[src/rtl/dma2d_pkg.sv]
`timescale 1ns/1ps
package dma2d_pkg;
  typedef enum logic {ST_IDLE = 1'b0, ST_RUN = 1'b1} walk_st_e;
endpackage

[src/rtl/dma2d_burst_split.sv]
`timescale 1ns/1ps
// Picks the size of the next request from the address and the bytes left in the row.
module dma2d_burst_split #(
  parameter int RL_W      = 17,
  parameter int MAX_BURST = 128,
  parameter int PAGE      = 4096
) (
  input  logic [$clog2(PAGE)-1:0]      addr_lo,
  input  logic [RL_W-1:0]              row_left,
  output logic [$clog2(MAX_BURST):0]   chunk,
  output logic [$clog2(MAX_BURST)-1:0] len_m1
);
  localparam int PG_W = $clog2(PAGE);
  localparam int BL_W = $clog2(MAX_BURST);
  localparam logic [PG_W:0] PAGE_V = (PG_W+1)'(PAGE);
  localparam logic [PG_W:0] MB_V   = (PG_W+1)'(MAX_BURST);

  logic [PG_W:0] room;
  logic [PG_W:0] cap;
  logic [RL_W-1:0] pick;

  always_comb begin
    room = PAGE_V - {1'b0, addr_lo};
    cap  = (room > MB_V) ? MB_V : room;
    pick = (row_left < RL_W'(cap)) ? row_left : RL_W'(cap);
    chunk  = pick[BL_W:0];
    len_m1 = BL_W'(pick[BL_W:0] - (BL_W+1)'(1));
  end
endmodule

[src/rtl/dma2d_walker.sv]
`timescale 1ns/1ps
// Holds the committed region and steps through rows and requests.
module dma2d_walker
  import dma2d_pkg::*;
#(
  parameter int ADDR_W    = 32,
  parameter int LEN_W     = 16,
  parameter int ROW_W     = 12,
  parameter int BUS_BYTES = 8,
  parameter int MAX_BURST = 128,
  parameter int HAS_2D    = 1
) (
  input  logic                   clk,
  input  logic                   rst_n,
  input  logic                   cmd_valid,
  input  logic [ADDR_W-1:0]      cmd_addr,
  input  logic [LEN_W-1:0]       cmd_xlen_m1,
  input  logic [ROW_W-1:0]       cmd_ylen_m1,
  input  logic [ADDR_W-1:0]      cmd_stride,
  input  logic                   cmd_cyclic,
  input  logic                   abort,
  input  logic                   req_fire,
  input  logic [$clog2(MAX_BURST):0] chunk,
  output logic                   busy,
  output logic [ADDR_W-1:0]      addr_q,
  output logic [LEN_W:0]         row_left_q,
  output logic                   done_q
);
  localparam int RL_W = LEN_W + 1;
  localparam logic [ADDR_W-1:0] ALIGN_MASK = ~(ADDR_W'(BUS_BYTES - 1));

  walk_st_e           st_q;
  logic [ADDR_W-1:0]  start_q, stride_q, row_base_q;
  logic [LEN_W-1:0]   xlen_q;
  logic [ROW_W-1:0]   ylen_q, row_idx_q, y_in;
  logic               cyc_q, abort_pend_q, last_chunk;
  logic [RL_W-1:0]    row_bytes;

  generate
    if (HAS_2D != 0) begin : g_rows
      assign y_in = cmd_ylen_m1;
    end else begin : g_single
      assign y_in = {ROW_W{1'b0}} & cmd_ylen_m1;
    end
  endgenerate

  assign busy       = (st_q == ST_RUN);
  assign last_chunk = (RL_W'(chunk) == row_left_q);
  assign row_bytes  = {1'b0, xlen_q} + RL_W'(1);

  always_ff @(posedge clk) begin
    if (!rst_n) begin
      st_q <= ST_IDLE;
      start_q <= '0; stride_q <= '0; row_base_q <= '0; addr_q <= '0;
      xlen_q <= '0; ylen_q <= '0; row_idx_q <= '0; row_left_q <= '0;
      cyc_q <= 1'b0; abort_pend_q <= 1'b0; done_q <= 1'b0;
    end else begin
      done_q <= 1'b0;
      case (st_q)
        ST_IDLE: begin
          abort_pend_q <= 1'b0;
          if (cmd_valid) begin
            st_q       <= ST_RUN;
            start_q    <= cmd_addr & ALIGN_MASK;
            row_base_q <= cmd_addr & ALIGN_MASK;
            addr_q     <= cmd_addr & ALIGN_MASK;
            stride_q   <= cmd_stride & ALIGN_MASK;
            xlen_q     <= cmd_xlen_m1;
            ylen_q     <= y_in;
            cyc_q      <= cmd_cyclic;
            row_idx_q  <= '0;
            row_left_q <= {1'b0, cmd_xlen_m1} + RL_W'(1);
          end
        end
        default: begin
          if (req_fire) begin
            if (abort || abort_pend_q) begin
              st_q <= ST_IDLE;
              abort_pend_q <= 1'b0;
            end else if (!last_chunk) begin
              addr_q     <= addr_q + ADDR_W'(chunk);
              row_left_q <= row_left_q - RL_W'(chunk);
            end else if (row_idx_q != ylen_q) begin
              row_idx_q  <= row_idx_q + ROW_W'(1);
              row_base_q <= row_base_q + stride_q;
              addr_q     <= row_base_q + stride_q;
              row_left_q <= row_bytes;
            end else begin
              done_q <= 1'b1;
              if (cyc_q) begin
                row_base_q <= start_q;
                addr_q     <= start_q;
                row_idx_q  <= '0;
                row_left_q <= row_bytes;
              end else begin
                st_q <= ST_IDLE;
              end
            end
          end else if (abort) begin
            abort_pend_q <= 1'b1;
          end
        end
      endcase
    end
  end


  done_after_fire_chk: assert property (@(posedge clk) disable iff (!rst_n)
    done_q |-> $past(req_fire));


  abort_idle_chk: assert property (@(posedge clk) disable iff (!rst_n)
    (busy && req_fire && (abort || abort_pend_q)) |=> (!busy && !done_q));
endmodule

[src/rtl/dma2d_addr_gen.sv]
`timescale 1ns/1ps
module dma2d_addr_gen #(
  parameter int ADDR_W    = 32,
  parameter int LEN_W     = 16,
  parameter int ROW_W     = 12,
  parameter int BUS_BYTES = 8,
  parameter int MAX_BURST = 128,
  parameter int HAS_2D    = 1
) (
  input  logic                         clk,
  input  logic                         rst_n,
  input  logic                         cmd_valid,
  output logic                         cmd_ready,
  input  logic [ADDR_W-1:0]            cmd_addr,
  input  logic [LEN_W-1:0]             cmd_xlen_m1,
  input  logic [ROW_W-1:0]             cmd_ylen_m1,
  input  logic [ADDR_W-1:0]            cmd_stride,
  input  logic                         cmd_cyclic,
  input  logic                         abort,
  output logic                         req_valid,
  input  logic                         req_ready,
  output logic [ADDR_W-1:0]            req_addr,
  output logic [$clog2(MAX_BURST)-1:0] req_len_m1,
  output logic [ADDR_W-1:0]            cur_addr,
  output logic                         done
);
  localparam int PAGE = 4096;
  localparam int PG_W = $clog2(PAGE);
  localparam int BL_W = $clog2(MAX_BURST);
  localparam int RL_W = LEN_W + 1;

  logic              busy, req_fire;
  logic [ADDR_W-1:0] addr_q;
  logic [RL_W-1:0]   row_left_q;
  logic [BL_W:0]     chunk;

  assign cmd_ready = !busy;
  assign req_valid = busy;
  assign req_addr  = addr_q;
  assign cur_addr  = addr_q;
  assign req_fire  = busy && req_ready;

  dma2d_walker #(
    .ADDR_W(ADDR_W), .LEN_W(LEN_W), .ROW_W(ROW_W),
    .BUS_BYTES(BUS_BYTES), .MAX_BURST(MAX_BURST), .HAS_2D(HAS_2D)
  ) walker_i (
    .clk(clk), .rst_n(rst_n),
    .cmd_valid(cmd_valid), .cmd_addr(cmd_addr), .cmd_xlen_m1(cmd_xlen_m1),
    .cmd_ylen_m1(cmd_ylen_m1), .cmd_stride(cmd_stride), .cmd_cyclic(cmd_cyclic),
    .abort(abort), .req_fire(req_fire), .chunk(chunk),
    .busy(busy), .addr_q(addr_q), .row_left_q(row_left_q), .done_q(done)
  );

  dma2d_burst_split #(.RL_W(RL_W), .MAX_BURST(MAX_BURST), .PAGE(PAGE)) split_i (
    .addr_lo(addr_q[PG_W-1:0]), .row_left(row_left_q),
    .chunk(chunk), .len_m1(req_len_m1)
  );


  hold_under_stall_chk: assert property (@(posedge clk) disable iff (!rst_n)
    (req_valid && !req_ready) |=> (req_valid && $stable(req_addr) && $stable(req_len_m1)));


  no_page_cross_chk: assert property (@(posedge clk) disable iff (!rst_n)
    req_valid |-> (({1'b0, req_addr[PG_W-1:0]} + (PG_W+1)'(req_len_m1)) < (PG_W+1)'(PAGE)));


  ready_idle_chk: assert property (@(posedge clk) disable iff (!rst_n)
    cmd_ready |-> !req_valid);


  busy_after_cmd_chk: assert property (@(posedge clk) disable iff (!rst_n)
    (cmd_valid && cmd_ready) |=> req_valid);
endmodule

[config.mk]
export PLATFORM = sky130hd
export DESIGN_NAME = dma2d_addr_gen
export DESIGN_NICKNAME = d
export VERILOG_FILES = /design/src/rtl/dma2d_pkg.sv /design/src/rtl/dma2d_burst_split.sv /design/src/rtl/dma2d_walker.sv /design/src/rtl/dma2d_addr_gen.sv
export SDC_FILE = /design/constraint.sdc
export NUM_CORES = 1
export LEC_CHECK = 0
export ABC_CLOCK_PERIOD_IN_PS = 6660
export BUFFER_PORTS_ARGS = -buffer_cell sky130_fd_sc_hd__buf_4
export CAP_MARGIN = 30
export CORE_ASPECT_RATIO = 0.6
export CORE_MARGIN = 5
export CORE_UTILIZATION = 59
export CTS_CLUSTER_DIAMETER = 120
export CTS_CLUSTER_SIZE = 10
export DETAILED_ROUTE_END_ITERATION = 7
export GPL_ROUTABILITY_DRIVEN = 0
export PLACE_DENSITY = 0.82
export SYNTH_ARGS = -nofsm -noshare
export SYNTH_HDL_FRONTEND = slang
export SYNTH_HIERARCHICAL = 1
export SYNTH_SLANG_ARGS = --single-unit
[constraint.sdc]
create_clock -name clk -period 6.66 [get_ports clk]
set_clock_uncertainty 0.1 [all_clocks]
set_input_delay 1.665 -clock clk [delete_from_list [all_inputs] [get_ports clk]]
set_output_delay 1.665 -clock clk [all_outputs]
set_load 0.01 [all_outputs]
Word level (Yosys, flattened, before mapping)
Cells that the tools add are included.
Cells by class
  add/sub/neg operators: 8
  $mul: 0
  div/mod/pow operators: 0
  $lt $le $gt $ge: 2
  equality and inequality tests: 8
  shift-type cells: 0
  multiplexer cells: 38
  bitwise operators: 4
  reductions and logical operators: 11
Operators with widths (count)
  32-bit two-way mux: 11
  17-bit two-way mux: 7
  12-bit two-way mux: 7
  16-bit by 1-bit adder with 17-bit output, second input constant: 2
  32-bit adder: 1
  32-bit by 8-bit adder with 32-bit output: 1
  8-bit by 17-bit == test with 1-bit output: 1
  17-bit by 13-bit less-than comparator with 1-bit output: 1
  17-bit by 8-bit subtractor with 17-bit output: 1
  13-bit by 8-bit greater-than comparator with 1-bit output, second input constant: 1
  13-bit two-way mux: 1
  13-bit by 12-bit subtractor with 13-bit output, first input constant: 1
  12-bit by 1-bit adder with 12-bit output, second input constant: 1
  12-bit inequality test: 1
  1-bit two-way mux: 11
  8-bit two-way mux: 1
  7-bit by 1-bit subtractor with 7-bit output, second input constant: 1
  2-bit inequality test, second input constant: 3
  2-bit AND reduction: 3
  5-bit AND reduction: 1
  5-bit OR reduction: 1
  4-bit inequality test, second input constant: 1
  1-bit inverter: 4
  4-bit AND reduction: 1
  6 further kinds: 7
Storage, ports and cells
  register bits: 183
  latch bits: 0
  RAM bits: 0
  memory bits (read-only): 0
  bits of input ports: 98
  output and inout port bits: 74
  word-level logic and storage cells: 83
  memories kept: 0

Longest topological paths before layout
Gate-level depths: netlist of the first run.
  word-level depth: 10
  depth in mapped cells: 30
  depth with buffers taken out: 27

By module
Netlist of the first run, hierarchy kept.
Modules (own cells, without submodules)
  dma2d_walker: instances 1, cells each 1511, area each 11065.6 um2, sequential area each 3663.5 um2
  dma2d_burst_split: instances 1, cells each 142, area each 1038.5 um2, sequential area each 0.0 um2
  dma2d_addr_gen: instances 1, cells each 34, area each 250.2 um2, sequential area each 0.0 um2

Worst setup path before layout of the first run
OpenSTA, ideal clock, no wires.
  path type: flip-flop to output port
  start point: register walker_i.addr_q[0]
  end point: output req_len_m1[4]
  data arrival time: 4.837 ns
  data required time: 4.895 ns
  setup slack: 0.058 ns
  cell stages (with the launch flop): 19
  buffers on the path: 2
  path through: dfxtp_1 > or4_1 > buf_2 > or4_1 > a221o_1 > o21ai_4 > and2_1 > buf_6 > nand2_4 > ha_1 > a211oi_1 > o211ai_1 > o221a_2 > o311a_1 > a21oi_1 > ha_1 > inv_1 > a2111oi_1 > xor2_1
Between the ends
  word-level cells in the longest chain between the ends: 6
RTL lines
  start: declaration: line dma2d_walker.sv:25  | output logic [ADDR_W-1:0] addr_q,
  start signal: assignment: line dma2d_walker.sv:66  | addr_q <= cmd_addr & ALIGN_MASK;
  start signal: assignment: line dma2d_walker.sv:81  | addr_q <= addr_q + ADDR_W'(chunk);
  start signal: assignment: line dma2d_walker.sv:86  | addr_q <= row_base_q + stride_q;
  13-bit by 12-bit subtractor with 13-bit output *: line dma2d_burst_split.sv:23  | room = PAGE_V - {1'b0, addr_lo};
  13-bit by 8-bit greater-than comparator with 1-bit output: line dma2d_burst_split.sv:24  | cap = (room > MB_V) ? MB_V : room;
  13-bit two-way mux *: line dma2d_burst_split.sv:24
  17-bit by 13-bit less-than comparator with 1-bit output: line dma2d_burst_split.sv:25  | pick = (row_left < RL_W'(cap)) ? row_left : RL_W'(cap);
  8-bit two-way mux *: line dma2d_burst_split.sv:25
  7-bit by 1-bit subtractor with 7-bit output *: line dma2d_burst_split.sv:27  | len_m1 = BL_W'(pick[BL_W:0] - (BL_W+1)'(1));
  end: declaration: line dma2d_addr_gen.sv:23  | output logic [$clog2(MAX_BURST)-1:0] req_len_m1,
Every way passes the cells marked *; elsewhere a longest branch is shown, timed or not.

Worst setup path after layout of the first run
Same ends and word-level chain as after synthesis.

==> results.json, run 1 <==
{
  "antenna_cells_inserted": 0,
  "critPathMostFrequentCell": "sky130_fd_sc_hd__o211ai_1",
  "fp.coreArea_mm2": 0.02078,
  "synth_top_family_by_area": "compound AO/OA/AOI/OAI gates",
  "hold_slack_ns": 0.3300,
  "timing.setup.critical_path_class": "reg -> out",
  "pwr_density_cell_mw_per_mm2": 229.3,
  "clockPowerShare_pct": 30.8,
  "final_antenna_net_count": 0,
  "critical_path.max_stage_delay_ns": 0.54,
  "cts_tree": "built",
  "portBuffers": 165,
  "synth_edf_count": 0,
  "unrepaired_setup_endpoints_after_global_routing": "true",
  "post-layout-total-power_uw": 3318,
  "switching_share_pct": 35.19,
  "synth_compound_gate_area_share_pct": 24.41,
  "postLayoutSetupSlackWorst_ns": -0.09963,
  "crit_required_ns": 4.89,
  "worst_slew_pin_slew_ns": 0.9571,
  "drive_gt1_share_pct": 16.94,
  "setup_tns_ns": -0.1413,
  "clock_tree_root": "sky130_fd_sc_hd__clkbuf_16",
  "first_global_vias": 12090,
  "globalRoute.totalOverflow": 0,
  "grt_max_degree": 88,
  "pwr-share-seq_pct": 38.1,
  "worst_hold_startpoint": "walker_i/row_base_q[1]",
  "power.ir.vdd_worst_mv": 0.2074,
  "finalMaxSlewViolations": 0,
  "worstPathCellList": "or4_4 -> or4_1 -> a221o_1 -> o21ai_4 -> and2_4 -> buf_6 -> nand2_1 -> ha_1 -> nand4_1 -> o211ai_1 -> o221a_2 -> nor3_2 -> o211ai_1 -> and2_1 -> ha_2 -> inv_2 -> a2111oi_4 -> xor2_1 -> buf_4",
  "area_growth_syn_to_layout_pct": 17.14,
  "syn_area_mm2": 0.01235,
  "synth_area_per_cell_um2": 7.323,
  "worst_hold_path_type": "reg -> reg",
  "cp-end-kind": "output port",
  "ctsHtreeMaxLevel": 4,
  "initial_antenna_violation_count": 0,
  "layoutNonFillerInstCount": 2091,
  "finalHoldViolCount": 0,
  "synth-seq-cells": 183,
  "outcome": "finished, violations left",
  "synth_cells": 1687,
  "setup_viol_count_final": 3,
  "period_minus_slack_ns": 6.760,
  "wl_per_cell_um": 19.55,
  "overall_global_routing_resource_usage_pct": 32.51,
  "slew_headroom_pct": 36.19,
  "routed-via-count": 13250,
  "synth_adder_area_share_pct": 6.664,
  "route.detailed.drc": 0,
  "grt_pass1_wl_um": 63120,
  "effective_utilization_at_floorplan_pct": 59.46,
  "width_of_the_die_um": 196.8,
  "route.met2.wl_um": 16930,
  "intPower_uw": 2150,
  "standard_cell_row_count": 41,
  "met1Wirelength_um": 17530,
  "synth-xor-area-share_pct": 7.231,
  "synth_seq_area_share_pct": 29.65,
  "clock_latency_ns": 0.45,
  "drv_cap": 0,
  "timing.final.crit_share_pct": 101.5,
  "tritoncts_num_sinks": 183,
  "netlist-cell-type-count": 87,
  "detailed_route_iter0_violations": 1775,
  "detail_route.first_pass.iterations": 5,
  "comb_power_share_pct": 31.1,
  "die_height_um": 122.1,
  "critical_path_s_slowest_cell": "sky130_fd_sc_hd__or4_4",
  "final_net_count": 1962,
  "tritoncts.num_buffers": 17,
  "worstReg2RegStart": "walker_i/addr_q[0]",
  "max_freq_mhz": 147.9,
  "io-pin-count": 172,
  "cts_hold_buffers": 0,
  "yosysWarnings": 6,
  "critical_path.startpoint": "walker_i/addr_q[0]",
  "drt_wl_total_um": 40880,
  "violations_in_the_final_reports": "setup timing",
  "drt-vias-per-instance": 6.335,
  "topmost_layer_with_routed_signal_wires": "met4",
  "path_max_fanout": 5,
  "cts_buffer_depth": 2,
  "synth_simple_gate_area_share_pct": 24.24,
  "hpwl_um": 29190,
  "muxShareOfSynthArea_pct": 1.296,
  "critPathLaunchType": "flop",
  "leakage_uw": 0.005937,
  "postSynth.asyncResetShare_pct": 0,
  "worst-endpoint-arrival_ns": 4.99,
  "dp_worst_setup_slack_ns": -0.06274,
  "detailroute.wirelength.met3_um": 5470,
  "synth_ff_type": "sky130_fd_sc_hd__dfxtp_1",
  "p_switching_uw": 1168,
  "floorplan.die_area_mm2": 0.02403,
  "clkTransAtPathRegs_ns": 0.06,
  "numPlacedInstances": 2052
}
==> repair_timing <==
item,4_1_cts,5_1_grt
resized for setup,18,20
setup endpoints to repair,20,61
gates cloned,0,1
setup buffers,4,4
pin swaps,14,8
==> state kept, by name, indices dropped and copies added (netlist names) <==
| register | flops |
|---|---|
| walker_i/row_idx_q | 12 |
| walker_i/abort_pend_q | 1 |
| walker_i/row_base_q | 32 |
| walker_i/ylen_q | 12 |
| walker_i/stride_q | 29 |
| walker_i/done_q | 1 |
| walker_i/cyc_q | 1 |
| walker_i/addr_q | 32 |
| walker_i/busy | 1 |
| walker_i/start_q | 29 |
| walker_i/xlen_q | 16 |
| walker_i/row_left_q | 17 |
==> area by class of cell <==
class	instances	area, um2
Inverter	47	178.9
Clock inverter	11	126.4
Multi-Input combinational cell	1339	8070
Tap cell	279	349.1
Sequential cell	183	3676
Timing Repair Buffer	212	1624
Clock buffer	20	446.7
Fill cell	1725	6305
==> cell usage after synthesis (all sizes together), types with 4 or more instances <==
library cell,number,area (um2)
or3,11,68.82
and3,29,186.4
a211oi,16,120.1
xor2,40,350.3
a31o,5,43.79
and2,11,71.32
o211a,4,40.04
clkbuf,72,270.3
a211o,5,43.79
a2111oi,6,53.80
nand3,44,220.2
a221oi,8,70.07
a21boi,7,63.81
dfxtp,183,3664
o211ai,29,217.7
ha,61,763.2
buf,51,354.1
nand4,19,118.9
o22ai,10,62.56
inv,47,176.4
nand3b,4,30.03
a31oi,25,156.4
xnor2,62,543.0
nor3,41,210.2
nor2,132,505.5
or4,4,33.78
o32a,4,40.04
a21oi,207,1044
nor4,5,46.29
o21ai,88,455.4
nor2b,19,118.9
o221ai,4,35.03
mux2i,16,160.2
o31ai,7,57.55
a21o,15,120.1
nand2,333,1260
a22oi,5,37.54
or2,4,25.02
o21a,9,67.56
==> path summary, 6_finish.rpt <==
check                            end  slack [ns]  cells past startpoint
min reg2reg   walker_i/row_base_q[1]        0.33                      2
max                    req_len_m1[4]        -0.1                     19
max reg2reg  walker_i/row_base_q[16]       -0.03                     27
min           walker_i/row_base_q[1]        0.33                      2
==> cells in the final DEF, fill, tap and decap left out, types with 15 or more instances in the layout <==
cell	Yosys	final
sky130_fd_sc_hd__dfxtp_1	183	179
sky130_fd_sc_hd__o211ai_1	29	29
sky130_fd_sc_hd__nor2_1	130	128
sky130_fd_sc_hd__buf_4	35	208
sky130_fd_sc_hd__a21oi_1	205	204
sky130_fd_sc_hd__xnor2_1	62	62
sky130_fd_sc_hd__ha_1	61	57
sky130_fd_sc_hd__a31oi_1	25	25
sky130_fd_sc_hd__o21ai_0	83	82
sky130_fd_sc_hd__inv_1	45	44
sky130_fd_sc_hd__nand4_1	19	19
sky130_fd_sc_hd__nand2_1	331	327
sky130_fd_sc_hd__xor2_1	40	40
sky130_fd_sc_hd__clkbuf_16	0	17
sky130_fd_sc_hd__nand3_1	44	44
sky130_fd_sc_hd__nor3_1	40	37
sky130_fd_sc_hd__and3_1	28	28
sky130_fd_sc_hd__nor2b_1	19	18
sky130_fd_sc_hd__mux2i_1	16	15
==> critical path: cells and delay by family, from the launching register on <==
family	cells	cell delay [ns]
compound gates	6	1.51
xor+xnor	1	0.23
fa+ha+maj	2	0.49
buf+inv	3	0.35
flops	1	0.36
simple gates	7	1.59
==> power by group through the flow <==
| stage | clock (uW) | sequential, uW | combinational (uW) |
|---|---|---|---|
| global route | 1070 | 1270 | 1120 |
| global placement | 0 | 1280 | 931 |
| detailed placement | 0 | 1290 | 954 |
| floorplan | 0 | 1260 | 657 |
| finish | 1020 | 1270 | 1030 |
| CTS | 1030 | 1260 | 975 |
==> cell families (layout without fill, tap and decap cells) <==
| logic type | after synthesis | count (layout) |
|---|---|---|
| compound gates | 483 | 483 |
| xor+xnor | 102 | 102 |
| fa+ha+maj | 64 | 64 |
| buf+inv | 170 | 290 |
| flops | 183 | 183 |
| mux | 16 | 16 |
| other cells | 1 | 5 |
| simple gates | 668 | 669 |
==> metrics by stage <==
stage	utilization (%)	cell area, um2
2_1_floorplan	-	12370
3_3_place_gp	65.88	13690
3_5_place_dp	65.88	13690
4_1_cts	69.06	14350
5_1_grt	69.65	14470
6_report	69.65	14470
==> layer usage <==
| layer | vias to the layer above | track usage, % |
|---|---|---|
| li1 | 6139 | - |
| met1 | 6135 | 47.66 |
| met2 | 884 | 46.83 |
| met3 | 89 | 8.596 |
| met4 | 0 | 9.567 |
| met5 | - | 0 |
(Power assumes the default switching activity.)
==> run 2, diff against run 1 <==
--- a/config.mk
+++ b/config.mk
@@ -5,17 +5,17 @@
 export SDC_FILE = /design/constraint.sdc
 export NUM_CORES = 1
 export LEC_CHECK = 0
-export ABC_CLOCK_PERIOD_IN_PS = 6660
+export ABC_CLOCK_PERIOD_IN_PS = 8700
 export BUFFER_PORTS_ARGS = -buffer_cell sky130_fd_sc_hd__buf_4
 export CAP_MARGIN = 30
 export CORE_ASPECT_RATIO = 0.6
 export CORE_MARGIN = 5
-export CORE_UTILIZATION = 59
+export CORE_UTILIZATION = 63
 export CTS_CLUSTER_DIAMETER = 120
 export CTS_CLUSTER_SIZE = 10
 export DETAILED_ROUTE_END_ITERATION = 7
 export GPL_ROUTABILITY_DRIVEN = 0
-export PLACE_DENSITY = 0.82
+export PLACE_DENSITY = 0.86
 export SYNTH_ARGS = -nofsm -noshare
 export SYNTH_HDL_FRONTEND = slang
 export SYNTH_HIERARCHICAL = 1
==> constraint.sdc (replaced) <==
create_clock -name clk -period 8.7 [get_ports clk]
set_clock_uncertainty 0.1 [all_clocks]
set_input_delay 2.175 -clock clk [delete_from_list [all_inputs] [get_ports clk]]
set_output_delay 2.175 -clock clk [all_outputs]
set_load 0.01 [all_outputs]
==> results.json, run 2 (same netlist as run 1, synthesis figures left out) <==
{
  "r2r_cells": 24,
  "reg2reg_slack_ns": 0.96,
  "grt_pass1_wl_um": 61760,
  "whs_path_depth": 2,
  "worst_flop_to_flop_path_endpoint": "walker_i/addr_q[12]",
  "globalRoute.totalOverflow": 0,
  "setup_tns_ns": 0,
  "area_growth_syn_to_layout_pct": 13.81,
  "drt-vias-per-instance": 6.414,
  "hpwl_um": 28560,
  "worstPathCellList": "or4_1 -> or4_1 -> a221o_1 -> o21ai_4 -> and2_1 -> nand2_4 -> ha_1 -> a211oi_1 -> o211ai_1 -> o221a_2 -> o311a_1 -> a21oi_1 -> ha_1 -> inv_1 -> a2111oi_1 -> xor2_1 -> buf_4",
  "drv_cap": 0,
  "routed-via-count": 13140,
  "setup_viol_count_final": 0,
  "clock_latency_ns": 0.44,
  "wl_per_cell_um": 19.25,
  "overall_global_routing_resource_usage_pct": 33.41,
  "unrepaired_setup_endpoints_after_global_routing": "false",
  "critical_path_s_slowest_cell": "sky130_fd_sc_hd__or4_1",
  "power.ir.vdd_worst_mv": 0.1513,
  "drive_gt1_share_pct": 14.20,
  "antenna_cells_inserted": 0,
  "worst_hold_path_type": "reg -> reg",
  "grt_max_degree": 88,
  "timing.final.crit_share_pct": 93.30,
  "first_global_vias": 12150,
  "critPathLaunchType": "flop",
  "worstReg2RegStart": "walker_i/addr_q[0]",
  "finalHoldViolCount": 0,
  "final_cell_area_excluding_filler_cells_mm2": 0.01406,
  "crit_required_ns": 6.43,
  "worst_slew_pin_slew_ns": 0.9948,
  "clkTransAtPathRegs_ns": 0.07,
  "portBuffers": 165,
  "clock_tree_root": "sky130_fd_sc_hd__clkbuf_16",
  "period_minus_slack_ns": 8.117,
  "worst_hold_startpoint": "walker_i/row_base_q[0]",
  "cts_hold_buffers": 0,
  "critical_path.max_stage_delay_ns": 0.73,
  "standard_cell_row_count": 39,
  "detail_route.first_pass.iterations": 7,
  "cp-end-kind": "output port",
  "dpl_cell_area_mm2": 0.01347,
  "path_max_fanout": 11,
  "effective_utilization_at_floorplan_pct": 64.59,
  "cts_setup_buffers": 0,
  "leakage_uw": 0.005768,
  "die_height_um": 118.5,
  "max_freq_mhz": 123.2,
  "floorplan.die_area_mm2": 0.02260,
  "route.detailed.drc": 0,
  "outcome": "finished, final reports clean",
  "layout.cells.most_common": "sky130_fd_sc_hd__nand2_1",
  "final_antenna_net_count": 0,
  "tritoncts.num_buffers": 17,
  "cts_buffer_depth": 2,
  "tritoncts_num_sinks": 183,
  "cts_tree": "built",
  "ctsHtreeMaxLevel": 4,
  "pwr_density_cell_mw_per_mm2": 176.5,
  "timing.critical_path.depth": 17,
  "finalMaxSlewViolations": 0,
  "slew_headroom_pct": 31.97,
  "post_cts_repair_resize_count": 0,
  "worst_hold_endpoint": "walker_i/row_base_q[0]",
  "layout_common_cells": "330 x sky130_fd_sc_hd__nand2_1, 205 x sky130_fd_sc_hd__a21oi_1, 182 x sky130_fd_sc_hd__dfxtp_1",
  "biggestRegsByFlops": "walker_i/addr_q x32, walker_i/row_base_q x32",
  "initial_antenna_violation_count": 0,
  "timing.setup.critical_path_class": "reg -> out",
  "worstPathBufferInverterCount": 2,
  "detailed_route_iter0_violations": 1749,
  "width_of_the_die_um": 190.8,
  "critical_path.top_delay_family": "compound AO/OA/AOI/OAI gates",
  "drt_wl_total_um": 39430,
  "io-pin-count": 172,
  "worst-endpoint-arrival_ns": 5.84,
  "final_net_count": 1931,
  "fp.coreArea_mm2": 0.01913
}
run 2: metrics by stage:
stage	setup WS [ns]	hold slack (ns)	util, %	total power, uW	cells
4_1_cts	0.6245	0.3377	73.44	2462	2047
5_1_grt	0.2261	0.3643	73.51	2591	2048
2_1_floorplan	1.588	0.3081	-	1466	1691
3_3_place_gp	1.291	0.3232	70.40	1670	2015
3_5_place_dp	1.116	0.3268	70.40	1693	2015
6_report	0.5828	0.3388	73.51	2482	2048
run 2: area by class of cell:
class                   count  area [um2]
clock buffers              18       439.2
clock inverters            14       142.6
fillers                  1522        5067
inverters                  47       178.9
multi-input cells        1338        7931
flip-flops and latches    183        3665
well taps                 266       332.8
repair buffers            182        1371
run 2: how the worst max path moves through the flow:
| stage | from | endpoint | slack, ns |
|---|---|---|---|
| floorplan | walker_i/addr_q[0] | req_len_m1[4] | 1.59 |
| global placement | walker_i/addr_q[0] | req_len_m1[4] | 1.29 |
| detailed placement | walker_i/addr_q[0] | req_len_m1[4] | 1.12 |
| CTS | walker_i/addr_q[0] | req_len_m1[4] | 0.62 |
| global route | walker_i/addr_q[0] | req_len_m1[4] | 0.23 |
| finish | walker_i/addr_q[0] | req_len_m1[4] | 0.58 |
run 2: worst min-delay path: cells and delay by family, from the launching register on:
| kind | cells | cell delay [ns] |
|---|---|---|
| DFF | 1 | 0.32 |
| buffers and inverters | 1 | 0.05 |
| and+or+nand+nor | 1 | 0.03 |
run 2: power by group:
part	leakage (uW)	internal [uW]	switching [uW]
clock	0.000275	411	365
combinational	0.00399	293	443
sequential	0.00150	894	77.0
total	0.00577	1600	885
run 2: per-layer routing:
| layer | global-route usage [%] | wire length, um | vias up |
|---|---|---|---|
| met5 | 0 | 0 | - |
| met4 | 9.148 | 916 | 0 |
| met3 | 9.811 | 5607 | 100 |
| met2 | 49.13 | 16490 | 901 |
| met1 | 47.92 | 16410 | 6051 |
| li1 | - | - | 6083 |
